## src/rtl/sfc_pkg.sv

```systemverilog
// Package: shared constants, control-register layout and trigger decode
// for the serial FIFO control block. Assumes an 8-bit control register.
package sfc_pkg;

    localparam int CTRL_W      = 8;
    localparam int BIT_TRIG_LO = 4;   // trigger select occupies bits 5:4
    localparam int BIT_MODEM   = 3;
    localparam int BIT_TXFLUSH = 2;
    localparam int BIT_RXFLUSH = 1;
    localparam logic [CTRL_W-1:0] CTRL_MASK = 8'h3E;

    // Stored control fields
    typedef struct packed {
        logic [1:0] trig_sel;
        logic       modem_en;
        logic       tx_flush;
        logic       rx_flush;
    } ctrl_t;

    // Map the two-bit trigger select to a byte count
    function automatic int trig_level(input logic [1:0] sel);
        case (sel)
            2'd0:    return 8;
            2'd1:    return 4;
            2'd2:    return 2;
            default: return 1;
        endcase
    endfunction

endpackage

```

## src/rtl/sfc_ctrl_reg.sv

```systemverilog
// Control register: captures software writes and presents the stored
// fields to the FIFOs, the flag logic and the modem gating. Assumes a
// single-cycle write strobe; read-back is combinational from the stored
// fields, with unused bits returning 0.
module sfc_ctrl_reg
    import sfc_pkg::*;
(
    input  logic              clk,
    input  logic              rst_n,
    input  logic              wr,
    input  logic [CTRL_W-1:0] wdata,
    output logic [CTRL_W-1:0] rdata,
    output ctrl_t             ctrl
);

    ctrl_t ctrl_q;

    // Store the writable fields on a write strobe
    always_ff @(posedge clk) begin
        if (!rst_n) begin
            ctrl_q <= '0;
        end else if (wr) begin
            ctrl_q.trig_sel <= wdata[BIT_TRIG_LO+1:BIT_TRIG_LO];
            ctrl_q.modem_en <= wdata[BIT_MODEM];
            ctrl_q.tx_flush <= wdata[BIT_TXFLUSH];
            ctrl_q.rx_flush <= wdata[BIT_RXFLUSH];
        end
    end

    // Rebuild the register image for read-back
    always_comb begin
        rdata = '0;
        rdata[BIT_TRIG_LO+1:BIT_TRIG_LO] = ctrl_q.trig_sel;
        rdata[BIT_MODEM]   = ctrl_q.modem_en;
        rdata[BIT_TXFLUSH] = ctrl_q.tx_flush;
        rdata[BIT_RXFLUSH] = ctrl_q.rx_flush;
    end

    assign ctrl = ctrl_q;

    // A write becomes visible as the masked byte one edge later
    assert_readback_mask_R10: assert property (@(posedge clk) disable iff (!rst_n)
        wr |=> (rdata == ($past(wdata) & CTRL_MASK)));

endmodule

```

## src/rtl/sfc_fifo.sv

```systemverilog
// Synchronous FIFO with registered read data, a sticky overflow flag and
// a synchronous flush input. Assumes push and pop are single-cycle
// strobes. A push to a full FIFO is accepted only if a pop happens in the
// same cycle. A pop from an empty FIFO is ignored. While flush is high the
// FIFO is held empty and pushes are dropped.
module sfc_fifo #(
    parameter int DATA_W = 8,
    parameter int DEPTH  = 16
) (
    input  logic                         clk,
    input  logic                         rst_n,
    input  logic                         flush,
    input  logic                         push,
    input  logic [DATA_W-1:0]            wdata,
    input  logic                         pop,
    output logic [DATA_W-1:0]            rdata,
    output logic [$clog2(DEPTH+1)-1:0]   count,
    output logic                         overflow
);

    localparam int CNT_W = $clog2(DEPTH + 1);
    localparam int PTR_W = (DEPTH > 1) ? $clog2(DEPTH) : 1;
    localparam logic [CNT_W-1:0] FULL_CNT = CNT_W'(DEPTH);
    localparam logic [PTR_W-1:0] LAST_PTR = PTR_W'(DEPTH - 1);

    logic [DATA_W-1:0] mem [DEPTH];
    logic [PTR_W-1:0]  wr_ptr, rd_ptr;
    logic [CNT_W-1:0]  cnt_q;
    logic              full, empty, push_ok, pop_ok;

    // Decode occupancy and qualify the strobes
    always_comb begin
        full    = (cnt_q == FULL_CNT);
        empty   = (cnt_q == '0);
        pop_ok  = pop && !empty && !flush;
        push_ok = push && !flush && (!full || pop_ok);
    end

    // Storage array write
    always_ff @(posedge clk) begin
        if (push_ok) mem[wr_ptr] <= wdata;
    end

    // Pointers, occupancy, read data and overflow tracking
    always_ff @(posedge clk) begin
        if (!rst_n) begin
            wr_ptr   <= '0;
            rd_ptr   <= '0;
            cnt_q    <= '0;
            rdata    <= '0;
            overflow <= 1'b0;
        end else if (flush) begin
            wr_ptr   <= '0;
            rd_ptr   <= '0;
            cnt_q    <= '0;
            overflow <= 1'b0;
        end else begin
            if (push_ok) wr_ptr <= (wr_ptr == LAST_PTR) ? '0 : wr_ptr + 1'b1;
            if (pop_ok) begin
                rd_ptr <= (rd_ptr == LAST_PTR) ? '0 : rd_ptr + 1'b1;
                rdata  <= mem[rd_ptr];
            end
            if (push_ok && !pop_ok)      cnt_q <= cnt_q + 1'b1;
            else if (pop_ok && !push_ok) cnt_q <= cnt_q - 1'b1;
            if (push && !push_ok) overflow <= 1'b1;
        end
    end

    assign count = cnt_q;

    // Occupancy never exceeds the depth
    assert_count_bound_R4: assert property (@(posedge clk) disable iff (!rst_n)
        count <= FULL_CNT);

    // A lone accepted push grows the count by exactly one
    assert_push_step_R4: assert property (@(posedge clk) disable iff (!rst_n)
        (push && !pop && !flush && count != FULL_CNT) |=> (count == $past(count) + 1'b1));

    // A lone push to a full FIFO is dropped and flags overflow
    assert_full_drop_R5: assert property (@(posedge clk) disable iff (!rst_n)
        (push && !pop && !flush && count == FULL_CNT) |=> (count == FULL_CNT && overflow));

    // A pop on empty changes neither data nor count
    assert_empty_pop_R6: assert property (@(posedge clk) disable iff (!rst_n)
        (pop && !push && !flush && count == '0) |=> (count == '0 && $stable(rdata)));

    // Flush empties the FIFO on the next edge (R7 for transmit, R8 for receive)
    assert_flush_empty_R7: assert property (@(posedge clk) disable iff (!rst_n)
        flush |=> (count == '0 && !overflow));

endmodule

```

## src/rtl/sfc_tx_flag.sv

```systemverilog
// Transmit-low flag: compares the transmit occupancy with the level
// chosen by the trigger select each cycle. Assumes DEPTH is at least 8 so
// every level is reachable. The clock and reset serve only the checks.
module sfc_tx_flag
    import sfc_pkg::*;
#(
    parameter int CNT_W = 5
) (
    input  logic             clk,
    input  logic             rst_n,
    input  logic [CNT_W-1:0] count,
    input  logic [1:0]       trig_sel,
    output logic             flag
);

    logic [CNT_W-1:0] level;

    // Decode the threshold and compare it with the occupancy
    always_comb begin
        level = CNT_W'(trig_level(trig_sel));
        flag  = (count <= level);
    end

    // Above the largest level the flag is always low
    assert_flag_high_count_R2: assert property (@(posedge clk) disable iff (!rst_n)
        (count > CNT_W'(8)) |-> !flag);

    // At or below the smallest level the flag is always high
    assert_flag_low_count_R2: assert property (@(posedge clk) disable iff (!rst_n)
        (count <= CNT_W'(1)) |-> flag);

endmodule

```

## src/rtl/sfc_top.sv

```systemverilog
// Serial FIFO control top: a control register, transmit and receive
// FIFOs, the transmit trigger flag and the modem-line gating. Assumes a
// single clock domain and synchronous active-low reset. The serial
// shifter on the far side drives the pops and pushes.
module sfc_top
    import sfc_pkg::*;
#(
    parameter int DATA_W = 8,
    parameter int DEPTH  = 16,
    localparam int CNT_W = $clog2(DEPTH + 1)
) (
    input  logic              clk,
    input  logic              rst_n,
    input  logic              reg_wr,
    input  logic [CTRL_W-1:0] reg_wdata,
    output logic [CTRL_W-1:0] reg_rdata,
    input  logic              tx_push,
    input  logic [DATA_W-1:0] tx_wdata,
    input  logic              tx_pop,
    output logic [DATA_W-1:0] tx_rdata,
    output logic [CNT_W-1:0]  tx_count,
    output logic              tx_ovf,
    output logic              tx_low,
    input  logic              rx_push,
    input  logic [DATA_W-1:0] rx_wdata,
    input  logic              rx_pop,
    output logic [DATA_W-1:0] rx_rdata,
    output logic [CNT_W-1:0]  rx_count,
    output logic              rx_ovf,
    input  logic              cts_pin_n,
    output logic              cts_eff_n,
    input  logic              rts_req_n,
    output logic              rts_pin_n
);

    ctrl_t ctrl;

    sfc_ctrl_reg u_ctrl (
        .clk   (clk),
        .rst_n (rst_n),
        .wr    (reg_wr),
        .wdata (reg_wdata),
        .rdata (reg_rdata),
        .ctrl  (ctrl)
    );

    sfc_fifo #(.DATA_W(DATA_W), .DEPTH(DEPTH)) u_tx_fifo (
        .clk      (clk),
        .rst_n    (rst_n),
        .flush    (ctrl.tx_flush),
        .push     (tx_push),
        .wdata    (tx_wdata),
        .pop      (tx_pop),
        .rdata    (tx_rdata),
        .count    (tx_count),
        .overflow (tx_ovf)
    );

    sfc_fifo #(.DATA_W(DATA_W), .DEPTH(DEPTH)) u_rx_fifo (
        .clk      (clk),
        .rst_n    (rst_n),
        .flush    (ctrl.rx_flush),
        .push     (rx_push),
        .wdata    (rx_wdata),
        .pop      (rx_pop),
        .rdata    (rx_rdata),
        .count    (rx_count),
        .overflow (rx_ovf)
    );

    sfc_tx_flag #(.CNT_W(CNT_W)) u_tx_flag (
        .clk      (clk),
        .rst_n    (rst_n),
        .count    (tx_count),
        .trig_sel (ctrl.trig_sel),
        .flag     (tx_low)
    );

    // Gate the handshake lines with the modem enable bit
    always_comb begin
        cts_eff_n = ctrl.modem_en ? cts_pin_n : 1'b0;
        rts_pin_n = ctrl.modem_en ? rts_req_n : 1'b0;
    end

    // With modem lines disabled both lines sit at their low level
    assert_modem_off_R9: assert property (@(posedge clk) disable iff (!rst_n)
        (reg_rdata[BIT_MODEM] == 1'b0) |-> (cts_eff_n == 1'b0 && rts_pin_n == 1'b0));

endmodule

```

## config.mk

```make
export PLATFORM = sky130hd
export DESIGN_NAME = sfc_top
export DESIGN_NICKNAME = d
export VERILOG_FILES = /design/src/rtl/sfc_pkg.sv /design/src/rtl/sfc_ctrl_reg.sv /design/src/rtl/sfc_fifo.sv /design/src/rtl/sfc_tx_flag.sv /design/src/rtl/sfc_top.sv
export SDC_FILE = /design/constraint.sdc
export NUM_CORES = 1
export LEC_CHECK = 0
export BUFFER_PORTS_ARGS = -buffer_cell sky130_fd_sc_hd__buf_4
export CORE_ASPECT_RATIO = 0.8
export CORE_MARGIN = 1.5
export CORE_UTILIZATION = 40
export CTS_BUF_LIST = sky130_fd_sc_hd__clkbuf_4 sky130_fd_sc_hd__clkbuf_8 sky130_fd_sc_hd__clkbuf_16
export CTS_CLUSTER_SIZE = 30
export DETAILED_ROUTE_END_ITERATION = 16
export GPL_TIMING_DRIVEN = 1
export SLEW_MARGIN = 20
export SYNTH_ARGS = -nofsm -noshare
export SYNTH_HDL_FRONTEND = slang
export SYNTH_SLANG_ARGS = --single-unit
```

## constraint.sdc

```tcl
create_clock -name clk -period 5.1 [get_ports clk]
set_input_delay 1.275 -clock clk [delete_from_list [all_inputs] [get_ports clk]]
set_output_delay 1.275 -clock clk [all_outputs]
set_load 0.005 [all_outputs]
```

==> out/metrics.yaml, run 1 <==
logic_synthesis:
  postSynthCellCount: 812
  avgSynthCellArea_um2: 15.33
  synth_xor_area_frac: 0.009045
  synth_top_area_cell: "edfxtp_1"
  ys_types: 46
  synth_area_leaders: "edfxtp_1 (62%), mux2i_1 (8.1%), dfxtp_1 (7.9%)"
  yosysTopAreaCellShare: 0.6175
  muxShareOfSynthArea: 0.1174
  yosysWarningCount: 0
  async_reset_ff_frac: 0
  synth_common_cells: "edfxtp_1 (256), mux2i_1 (101), dfxtp_1 (49)"
  ys_seq_elements: 305
  synth_compound_area_frac: 0.06291
  synth-simple-area-share: 0.06080
  synth-edff-count: 256
  synthAdderAreaFrac: 0.02533
  ys.flop_type: "edfxtp_1"
  yosysSeqAreaShare: 0.6963
  synth_top_family_by_area: "multiplexers"
  synth.most_common_cell: "edfxtp_1"
  netlist_area_mm2: 0.01245
global_routing:
  grt_max_degree: 60
  grt-ovfl-total: 0
  grt_pass1_wl_um: 39250
  grt_pass1_vias: 6745
  grtUsageTotal: 0.1568
  antenna_found_initial: 0
setup_path:
  required_ns: 3.83
  cp_slowest_cell: "dfxtp_1"
  path_class: "flip-flop to output pin"
  cp_top_family: "compound AO/OA/AOI/OAI gates"
  path_buf_inv: 1
  worstPathArrival_ns: 2.13
  path_max_fanout: 6
  worstPathCellList: "nand2b_1 > ha_1 > nor2b_1 > o21a_1 > o21ai_0 > nand2b_1 > a21oi_1 > buf_4"
  cpPeakStageDelay_ns: 0.35
  critPathCaptureType: "output pin"
  start_kind: "flip-flop"
  cp_common_cell: "nand2b_1"
layout:
  diodes: 0
  layout-drive-gt1-share: 0.1805
  areaGrowthSynthToFinish_pct: 14.10
  layout.nets: 926
  fillCellCount: 2692
routing:
  firstDrtPassIters: 4
  routed_wirelength_um: 24980
  ant_nets: 0
  drt_iter0_drc: 381
  wire_per_inst_um: 19.14
  vias: 6862
  drc: 0
  vias_per_cell: 5.258
clock_network:
  postCtsSetupBuffers: 0
  cts_tree: "yes"
  clock-sinks: 305
  holdBufCountCts: 0
  cts_buffers: 30
  cts.htree.levels: 1
  cts-root-buf: "clkbuf_16"
  clk_latency_ns: 0.56
  post_cts_resize_count: 0
  path_clk_slew_ns: 0.06
  clockBufferDepth: 3
placement:
  io_buffer_count: 65
  gp_congestion: 0.7977
  preCtsSetupSlack_ns: 1.412
  post-dp-hpwl_um: 16340
pwr:
  power_w: 0.005904
  irDropWorstVdd_uv: 245.9
  p_leak_nw: 4.632
  p_per_area_mw_per_mm2: 415.7
die:
  die_h_um: 160.8
  core_mm2: 0.03052
  initial_core_util: 0.4079
  die_w_um: 200.2
  ios: 72
  die_area_mm2: 0.03220
  row_count: 57
timing:
  setup_violations: 0
  setup_slack_ns: 1.699
  report.final.slew_viol_count: 0
  finalClockSkew_ns: 0.02877
  clock.fmax_ghz: 0.2940
  finalSetupTns_ns: 0
  period_needed_ns: 3.401
  worst_pin_slew_ns: 1.052
  period_share: 0.6669
  rsz0062_at_grt: "no"
  relSlewSlack: 0.2986
  hold_viol: 0
flow_run:
  maxCapViolations: 0
hold_path:
  hold_path.class: "flip-flop to flip-flop"
outcome:
  status: "finished, final reports clean"
## per-layer routing
layer	vias to the layer above	global-route usage	wire, um	part of all wire
met4	0	0.04029	504	0.020
met5	-	0	0	0
li1	3222	-	-	-
met2	141	0.2317	10740	0.43
met1	3463	0.2397	12600	0.50
met3	36	0.02577	1141	0.046
## worst paths after layout
| kind | startpoint | endpoint | slack [ns] | cells after the start |
|---|---|---|---|---|
| worst max-delay path | u_ctrl.ctrl[3] | tx_low | 1.70 | 8 |
| worst min-delay path | u_tx_fifo.overflow | u_tx_fifo.overflow | 0.45 | 2 |
| worst max register to register | u_tx_fifo.count[0] | u_tx_fifo.count[4] | 1.87 | 11 |
| worst min register to register | u_tx_fifo.overflow | u_tx_fifo.overflow | 0.45 | 2 |
## worst min-delay path: cells and delay by family, from the launching register on
family                 cells  cell delay (ns)
buffers and inverters      1             0.05
AO/OA/AOI/OAI              1             0.05
flip-flops                 1             0.31
## stage by stage
stage | instance area (um2) | hold WS [ns] | instances | utilization
final | 14200 | 0.4468 | 1305 | 0.4654
after floorplan | 12460 | 0.4421 | 814 | -
after global placement | 13240 | 0.4397 | 1250 | 0.4338
after CTS | 14200 | 0.4496 | 1305 | 0.4652
after detailed placement | 13240 | 0.4401 | 1250 | 0.4338
after global routing | 14200 | 0.4742 | 1305 | 0.4654
## cell type report
cell class | count | area [um2] | area share
Timing Repair Buffer | 74 | 555.5 | 0.03911
Multi-Input combinational cell | 445 | 3451 | 0.2429
Inverter | 13 | 48.80 | 0.003435
Clock buffer | 44 | 868.3 | 0.06113
Sequential cell | 305 | 8673 | 0.6106
Clock inverter | 11 | 91.34 | 0.006430
Tap cell | 413 | 516.7 | 0.03638
## state kept, by name (all words and copies together), names as in the netlist
signal              count
u_tx_fifo.mem         128
u_rx_fifo.mem         128
u_rx_fifo.wr_ptr        4
u_tx_fifo.wr_ptr        4
u_tx_fifo.rdata         8
u_rx_fifo.count         5
u_rx_fifo.overflow      1
u_rx_fifo.rd_ptr        4
u_ctrl.ctrl             5
u_tx_fifo.overflow      1
u_tx_fifo.rd_ptr        4
u_rx_fifo.rdata         8
u_tx_fifo.count         5
## kinds of logic after synthesis
group	after synthesis
buf+inv	64
xor+xnor	12
simple gates	153
other cells	1
fa+ha+maj	24
flops	305
mux	121
compound gates	132
## placed cells by master, fill, tap and decap left out, drive strengths merged, types with 20 or more instances in the layout
master / n
a21oi: 30
buf: 74
clkbuf: 44
dfxtp: 49
edfxtp: 256
ha: 22
mux2i: 101
mux4: 20
nand2: 38
nor2: 44
nor3: 28
o21ai: 31
o22ai: 44
## where the power goes
part / internal, W / switching [W]
clock: 0.00123 / 0.000897
combinational: 0.000394 / 0.000458
sequential: 0.00282 / 0.000107
total: 0.00444 / 0.00146
Power figures use the tool's default switching activity.
==> inputs of run 2 (changes only) <==
--- a/config.mk
+++ b/config.mk
@@ -5,6 +5,7 @@
 export SDC_FILE = /design/constraint.sdc
 export NUM_CORES = 1
 export LEC_CHECK = 0
+export ABC_AREA = 1
 export BUFFER_PORTS_ARGS = -buffer_cell sky130_fd_sc_hd__buf_4
 export CORE_ASPECT_RATIO = 0.8
 export CORE_MARGIN = 1.5
==> constraint.sdc (replaced) <==
create_clock -name clk -period 3.1 [get_ports clk]
set_input_delay 0.775 -clock clk [delete_from_list [all_inputs] [get_ports clk]]
set_output_delay 0.775 -clock clk [all_outputs]
set_load 0.005 [all_outputs]
==> out/metrics.yaml, run 2 <==
outcome:
  status: "finished, final reports clean"
logic_synthesis:
  avgSynthCellArea_um2: 9.715
  synth.most_common_cell: "nand2_1"
  ys_types: 27
  ys_seq_elements: 305
  yosysWarningCount: 0
  synth_area_leaders: "edfxtp_1 (57%), nand2_1 (13%), nand3_1 (7.3%)"
  yosysTopAreaCellShare: 0.5705
  postSynthCellCount: 1387
  async_reset_ff_frac: 0
  synth-edff-count: 256
  synth_common_cells: "nand2_1 (449), edfxtp_1 (256), nand3_1 (197)"
  yosysSeqAreaShare: 0.6433
  netlist_area_mm2: 0.01347
  ys.flop_type: "edfxtp_1"
  synth_top_area_cell: "edfxtp_1"
routing:
  ant_nets: 0
  firstDrtPassIters: 5
  wire_per_inst_um: 16.96
  vias_per_cell: 4.901
  drt_iter0_drc: 824
  vias: 9401
  routed_wirelength_um: 32530
  drc: 0
global_routing:
  grt_max_degree: 68
  antenna_found_initial: 0
  grtUsageTotal: 0.1871
  grt_pass1_wl_um: 50200
  grt_pass1_vias: 8621
  grt-ovfl-total: 0
pwr:
  pwr-share-comb: 0.226
  p_int_w: 0.007528
  pwr-share-seq: 0.446
  p_per_area_mw_per_mm2: 699.9
  power_switching_share: 0.3025
  switching_power_w: 0.003265
  irDropWorstVdd_uv: 485.2
  power_frac_clock: 0.328
  p_leak_nw: 6.611
layout:
  final_common_cell: "nand2_1"
  diodes: 0
  reg_top3: "u_rx_fifo.mem: 128 flops, u_tx_fifo.mem: 128 flops"
  final_core_util: 0.4694
  fin_cells: 1918
  areaGrowthSynthToFinish_pct: 14.44
  final_cell_mix: "nand2_1 (449), edfxtp_1 (256), nand3_1 (197)"
  layout-drive-gt1-share: 0.1120
  design_area_mm2: 0.01542
  layout.nets: 1524
clock_network:
  holdBufCountCts: 0
  cts_buffers: 31
  clk_latency_ns: 0.56
  cts-root-buf: "clkbuf_16"
  postCtsSetupBuffers: 0
  clock-sinks: 305
  cts.htree.levels: 1
  clockBufferDepth: 3
  path_clk_slew_ns: 0.07
  cts_tree: "yes"
  post_cts_resize_count: 0
timing:
  finalSetupTns_ns: 0
  period_needed_ns: 2.740
  hold_slack_ns: 0.4426
  worst_pin_slew_ns: 0.8644
  setup_violations: 0
  clock.fmax_ghz: 0.3650
  rsz0062_at_grt: "no"
  finalClockSkew_ns: 0.01020
  relSlewSlack: 0.4229
  report.final.slew_viol_count: 0
  hold_viol: 0
  period_share: 0.8838
die:
  initial_core_util: 0.4102
  core_mm2: 0.03285
  die_w_um: 208.2
  die_area_mm2: 0.03480
  die_h_um: 167.2
  row_count: 59
  ios: 72
placement:
  dpl_cell_area_mm2: 0.01445
  io_buffer_count: 65
  gp_congestion: 0.8206
  placed_cells: 1861
  post-dp-hpwl_um: 20250
hold_path:
  hold_path.class: "input pin to flip-flop"
flow_run:
  maxCapViolations: 0
setup_path:
  critPathCaptureType: "output pin"
  worstPathArrival_ns: 1.96
  path_class: "flip-flop to output pin"
  required_ns: 2.32
  path_max_fanout: 4
  start_kind: "flip-flop"
## run 2: cell types whose count changed after synthesis, moves of 6 or more
| cell | delta |
|---|---|
| inv_1 | +167 |
| a31oi_1 | -16 |
| nand2_1 | +413 |
| inv_2 | +6 |
| o21ai_0 | -8 |
| o22ai_1 | -44 |
| nor2b_1 | -11 |
| nand2b_1 | -8 |
| nand3_1 | +195 |
| mux4_2 | -20 |
| mux2i_1 | -101 |
| nor3_1 | -23 |
| buf_2 | +12 |
| nor2_1 | +48 |
## run 2: area by class of cell
type,instances,area [um2]
multi-input combinational,836,3759
inverter,190,713.2
clock buffer,42,895.9
sequential,305,8671
tap,427,534.3
clock inverter,15,73.82
fill,3066,17430
timing repair buffer,103,773.2
## run 2: logic make-up after synthesis
kind of cell    share of synthesized area
compound gates                    0.01848
xor+xnor                         0.006501
fa+ha+maj                         0.02340
buf+inv                           0.07828
flops                              0.6433
other cells                     0.0002783
simple gates                       0.2297
## run 2: power groups by stage
stage               Combinational (W)  Sequential (W)  Clock [W]
floorplan                     0.00167         0.00487          0
global placement              0.00239         0.00489          0
detailed placement            0.00244         0.00489          0
CTS                           0.00245         0.00481    0.00361
global route                  0.00275         0.00484    0.00378
finish                        0.00244         0.00481    0.00354
## run 2: routing by layer
metal	share of wire	up-vias	global-route usage
li1	-	4648	-
met1	0.48	4388	0.2914
met2	0.42	329	0.2651
met3	0.082	36	0.03657
met4	0.016	0	0.04729
met5	0	-	0
## run 2: metrics by stage
| stage | total power (W) | worst slack [ns] |
|---|---|---|
| 6_report | 0.01079 | 0.3603 |
| 2_1_floorplan | 0.006538 | 0.6525 |
| 3_5_place_dp | 0.007332 | 0.4926 |
| 3_3_place_gp | 0.007273 | 0.5090 |
| 4_1_cts | 0.01087 | 0.3336 |
| 5_1_grt | 0.01137 | 0.1753 |
## run 2: worst paths after layout
path / start / endpoint / slack (ns) / cells past startpoint
hold reg to reg: u_tx_fifo.overflow / u_tx_fifo.overflow / 0.49 / 2
setup reg to reg: u_tx_fifo.count[1] / u_tx_fifo.count[3] / 0.79 / 11
setup / recovery: u_ctrl.ctrl[3] / tx_low / 0.36 / 9
hold / removal: reg_wdata[3] / u_ctrl.ctrl[2] / 0.44 / 3
## run 2: critical path, cell delays in order (launching register included)
cell and delay [ns]:
dfxtp_1 0.34, inv_1 0.10, nand2_1 0.07, ha_1 0.29
nand2_1 0.07, o21ai_0 0.06, o21ai_0 0.14, nand2_1 0.07
a21oi_1 0.13, buf_4 0.13
==> inputs of run 3 (changes only) <==
--- a/config.mk
+++ b/config.mk
@@ -17,4 +17,5 @@
 export SLEW_MARGIN = 20
 export SYNTH_ARGS = -nofsm -noshare
 export SYNTH_HDL_FRONTEND = slang
+export SYNTH_HIERARCHICAL = 1
 export SYNTH_SLANG_ARGS = --single-unit
==> constraint.sdc (replaced) <==
create_clock -name clk -period 3.5 [get_ports clk]
set_input_delay 0.875 -clock clk [delete_from_list [all_inputs] [get_ports clk]]
set_output_delay 0.875 -clock clk [all_outputs]
set_load 0.005 [all_outputs]
==> out/metrics.yaml, run 3 <==
setup_path:
  worst-path-stages: 9
  rrSetupSlack_ns: 1.12
  reg2reg_depth: 7
  worstPathCellList: "inv_1 > nand2_1 > ha_1 > inv_1 > nor2_1 > nand3_1 > nand2_1 > nand2_1 > buf_4"
  start_kind: "flip-flop"
  cpPeakStageDelay_ns: 0.35
  cp_slowest_cell: "dfxtp_1"
  r2r-start: "u_tx_fifo/count[2]"
  cp_common_cell: "nand2_1"
  worstPathArrival_ns: 1.80
  cp_top_family: "simple AND/OR/NAND/NOR gates"
  path_buf_inv: 3
  path_max_fanout: 5
  required_ns: 2.62
  r2r-end: "u_tx_fifo/mem[4][5]"
  critPathCaptureType: "output pin"
  path_class: "flip-flop to output pin"
routing:
  drt_iter0_drc: 713
  wire_per_inst_um: 16.06
  ant_nets: 0
  firstDrtPassIters: 5
  vias_per_cell: 4.804
  routed_wirelength_um: 31190
  drc: 0
  vias: 9329
logic_synthesis:
  synth.most_common_cell: "nand2_1"
  yosysSeqAreaShare: 0.6361
  ys_seq_elements: 305
  synth-edff-count: 256
  synth_common_cells: "nand2_1 (423), edfxtp_1 (256), inv_1 (215)"
  ys_types: 25
  ys.flop_type: "edfxtp_1"
  async_reset_ff_frac: 0
  avgSynthCellArea_um2: 9.550
  synth_area_leaders: "edfxtp_1 (56%), nand2_1 (12%), dfxtp_1 (7.2%)"
  postSynthCellCount: 1427
  synth_top_area_cell: "edfxtp_1"
  netlist_area_mm2: 0.01363
  yosysWarningCount: 6
  yosysTopAreaCellShare: 0.5641
hold_path:
  holdPathStages: 2
  hold_start: "u_rx_fifo/overflow"
  hold_path.class: "flip-flop to flip-flop"
  holdPathEnd: "u_rx_fifo/overflow"
flow_run:
  maxCapViolations: 0
pwr:
  irDropWorstVdd_uv: 378.7
  p_leak_nw: 6.604
  p_per_area_mw_per_mm2: 587.0
die:
  initial_core_util: 0.4061
  die_w_um: 209.4
  die_h_um: 168.1
  row_count: 60
  ios: 72
  die_area_mm2: 0.03519
  core_mm2: 0.03356
clock_network:
  cts_tree: "yes"
  clock-sinks: 305
  post_cts_resize_count: 0
  clk_latency_ns: 0.57
  clockBufferDepth: 3
  postCtsSetupBuffers: 0
  cts-root-buf: "clkbuf_16"
  cts.htree.levels: 1
  holdBufCountCts: 0
  cts_buffers: 31
  path_clk_slew_ns: 0.06
global_routing:
  grt_pass1_vias: 8500
  grt_pass1_wl_um: 47980
  antenna_found_initial: 1
  grt-ovfl-total: 0
  grtUsageTotal: 0.1768
  grt_max_degree: 68
layout:
  areaGrowthSynthToFinish_pct: 12.81
  layout.nets: 1544
  reg_top3: "u_rx_fifo/mem: 128 flops, u_tx_fifo/mem: 128 flops"
  fillCellCount: 3139
  final_cell_mix: "nand2_1 (423), edfxtp_1 (256), inv_1 (215)"
  diodes: 0
  final_common_cell: "nand2_1"
  layout-drive-gt1-share: 0.09416
timing:
  hold_slack_ns: 0.4929
  clock.fmax_ghz: 0.3740
  rsz0062_at_grt: "no"
  finalClockSkew_ns: 0.01578
  report.final.slew_viol_count: 0
  period_needed_ns: 2.674
  relSlewSlack: 0.3526
  hold_viol: 0
  worst_pin_slew_ns: 0.9675
  finalSetupTns_ns: 0
  period_share: 0.7640
  setup_violations: 0
placement:
  io_buffer_count: 65
  post-dp-hpwl_um: 19260
  gp_congestion: 0.8042
outcome:
  status: "finished, final reports clean"
## run 3: cell types whose count changed after synthesis, sizes merged, moves of 4 or more
cell | previous run | this run
inv | 186 | 219
buf | 46 | 55
xor2 | 8 | 4
a21oi | 27 | 22
clkbuf | 12 | 4
nand2 | 449 | 423
nand3 | 199 | 186
o21ai | 22 | 34
nor2 | 92 | 134
## run 3: worst reg2reg max path, cell delays in order (launching register included)
cell	delay, ns
dfxtp_1	0.48
nor2_1	0.10
nand3_1	0.09
nand2_1	0.05
buf_4	0.16
inv_1	0.14
nand2_1	0.20
nor2_1	0.78
## run 3: cell families (layout without fill, tap and decap cells)
group	count (synthesis)	in the layout	synth area share
AND/OR/NAND/NOR	749	749	0.2254
flip-flops	305	305	0.6361
buffers and inverters	282	361	0.08777
AO/OA/AOI/OAI	58	58	0.02167
adder cells (fa/ha/maj)	26	26	0.02497
XOR/XNOR	6	6	0.003856
other	1	3	0.0002752
## run 3: final cells by class
cell class | count | area (um2) | share of cell area
flip-flops and latches | 305 | 8671 | 0.5640
clock buffers | 41 | 857.1 | 0.05575
repair buffers | 82 | 615.6 | 0.04004
multi-input cells | 842 | 3771 | 0.2453
clock inverters | 15 | 78.83 | 0.005127
inverters | 223 | 837.1 | 0.05445
well taps | 434 | 543.0 | 0.03532
## run 3: report_power, final
| group | switching [W] | internal (W) |
|---|---|---|
| registers | 0.000103 | 0.00408 |
| clock network | 0.00135 | 0.00171 |
| logic | 0.00116 | 0.000615 |
| total | 0.00261 | 0.00641 |
## run 3: per-layer routing
layer | up-vias | GRT usage | wire (um)
li1 | 4682 | - | -
met1 | 4336 | 0.2706 | 15260
met2 | 277 | 0.2603 | 13360
met3 | 34 | 0.03283 | 2134
met4 | 0 | 0.03781 | 442
met5 | - | 0 | 0
## run 3: worst max path at each step
stage	start	end
2_1_floorplan	rx_pop	u_rx_fifo/count[4]
3_3_place_gp	rx_pop	u_rx_fifo/count[4]
3_5_place_dp	rx_pop	u_rx_fifo/count[4]
4_1_cts	u_ctrl/ctrl[3]	tx_low
5_1_grt	u_ctrl/ctrl[3]	tx_low
6_report	u_ctrl/ctrl[3]	tx_low
## run 3: per-stage QoR
step	power, W	area (um2)	setup slack [ns]	instances	util
finish	0.009024	15370	0.8259	1942	0.4581
global placement	0.006000	14440	0.6915	1886	0.4302
global route	0.009489	15370	0.6718	1942	0.4581
floorplan	0.005434	13640	0.9367	1429	-
detailed placement	0.006032	14440	0.6365	1886	0.4302
CTS	0.009090	15370	0.7907	1942	0.4581
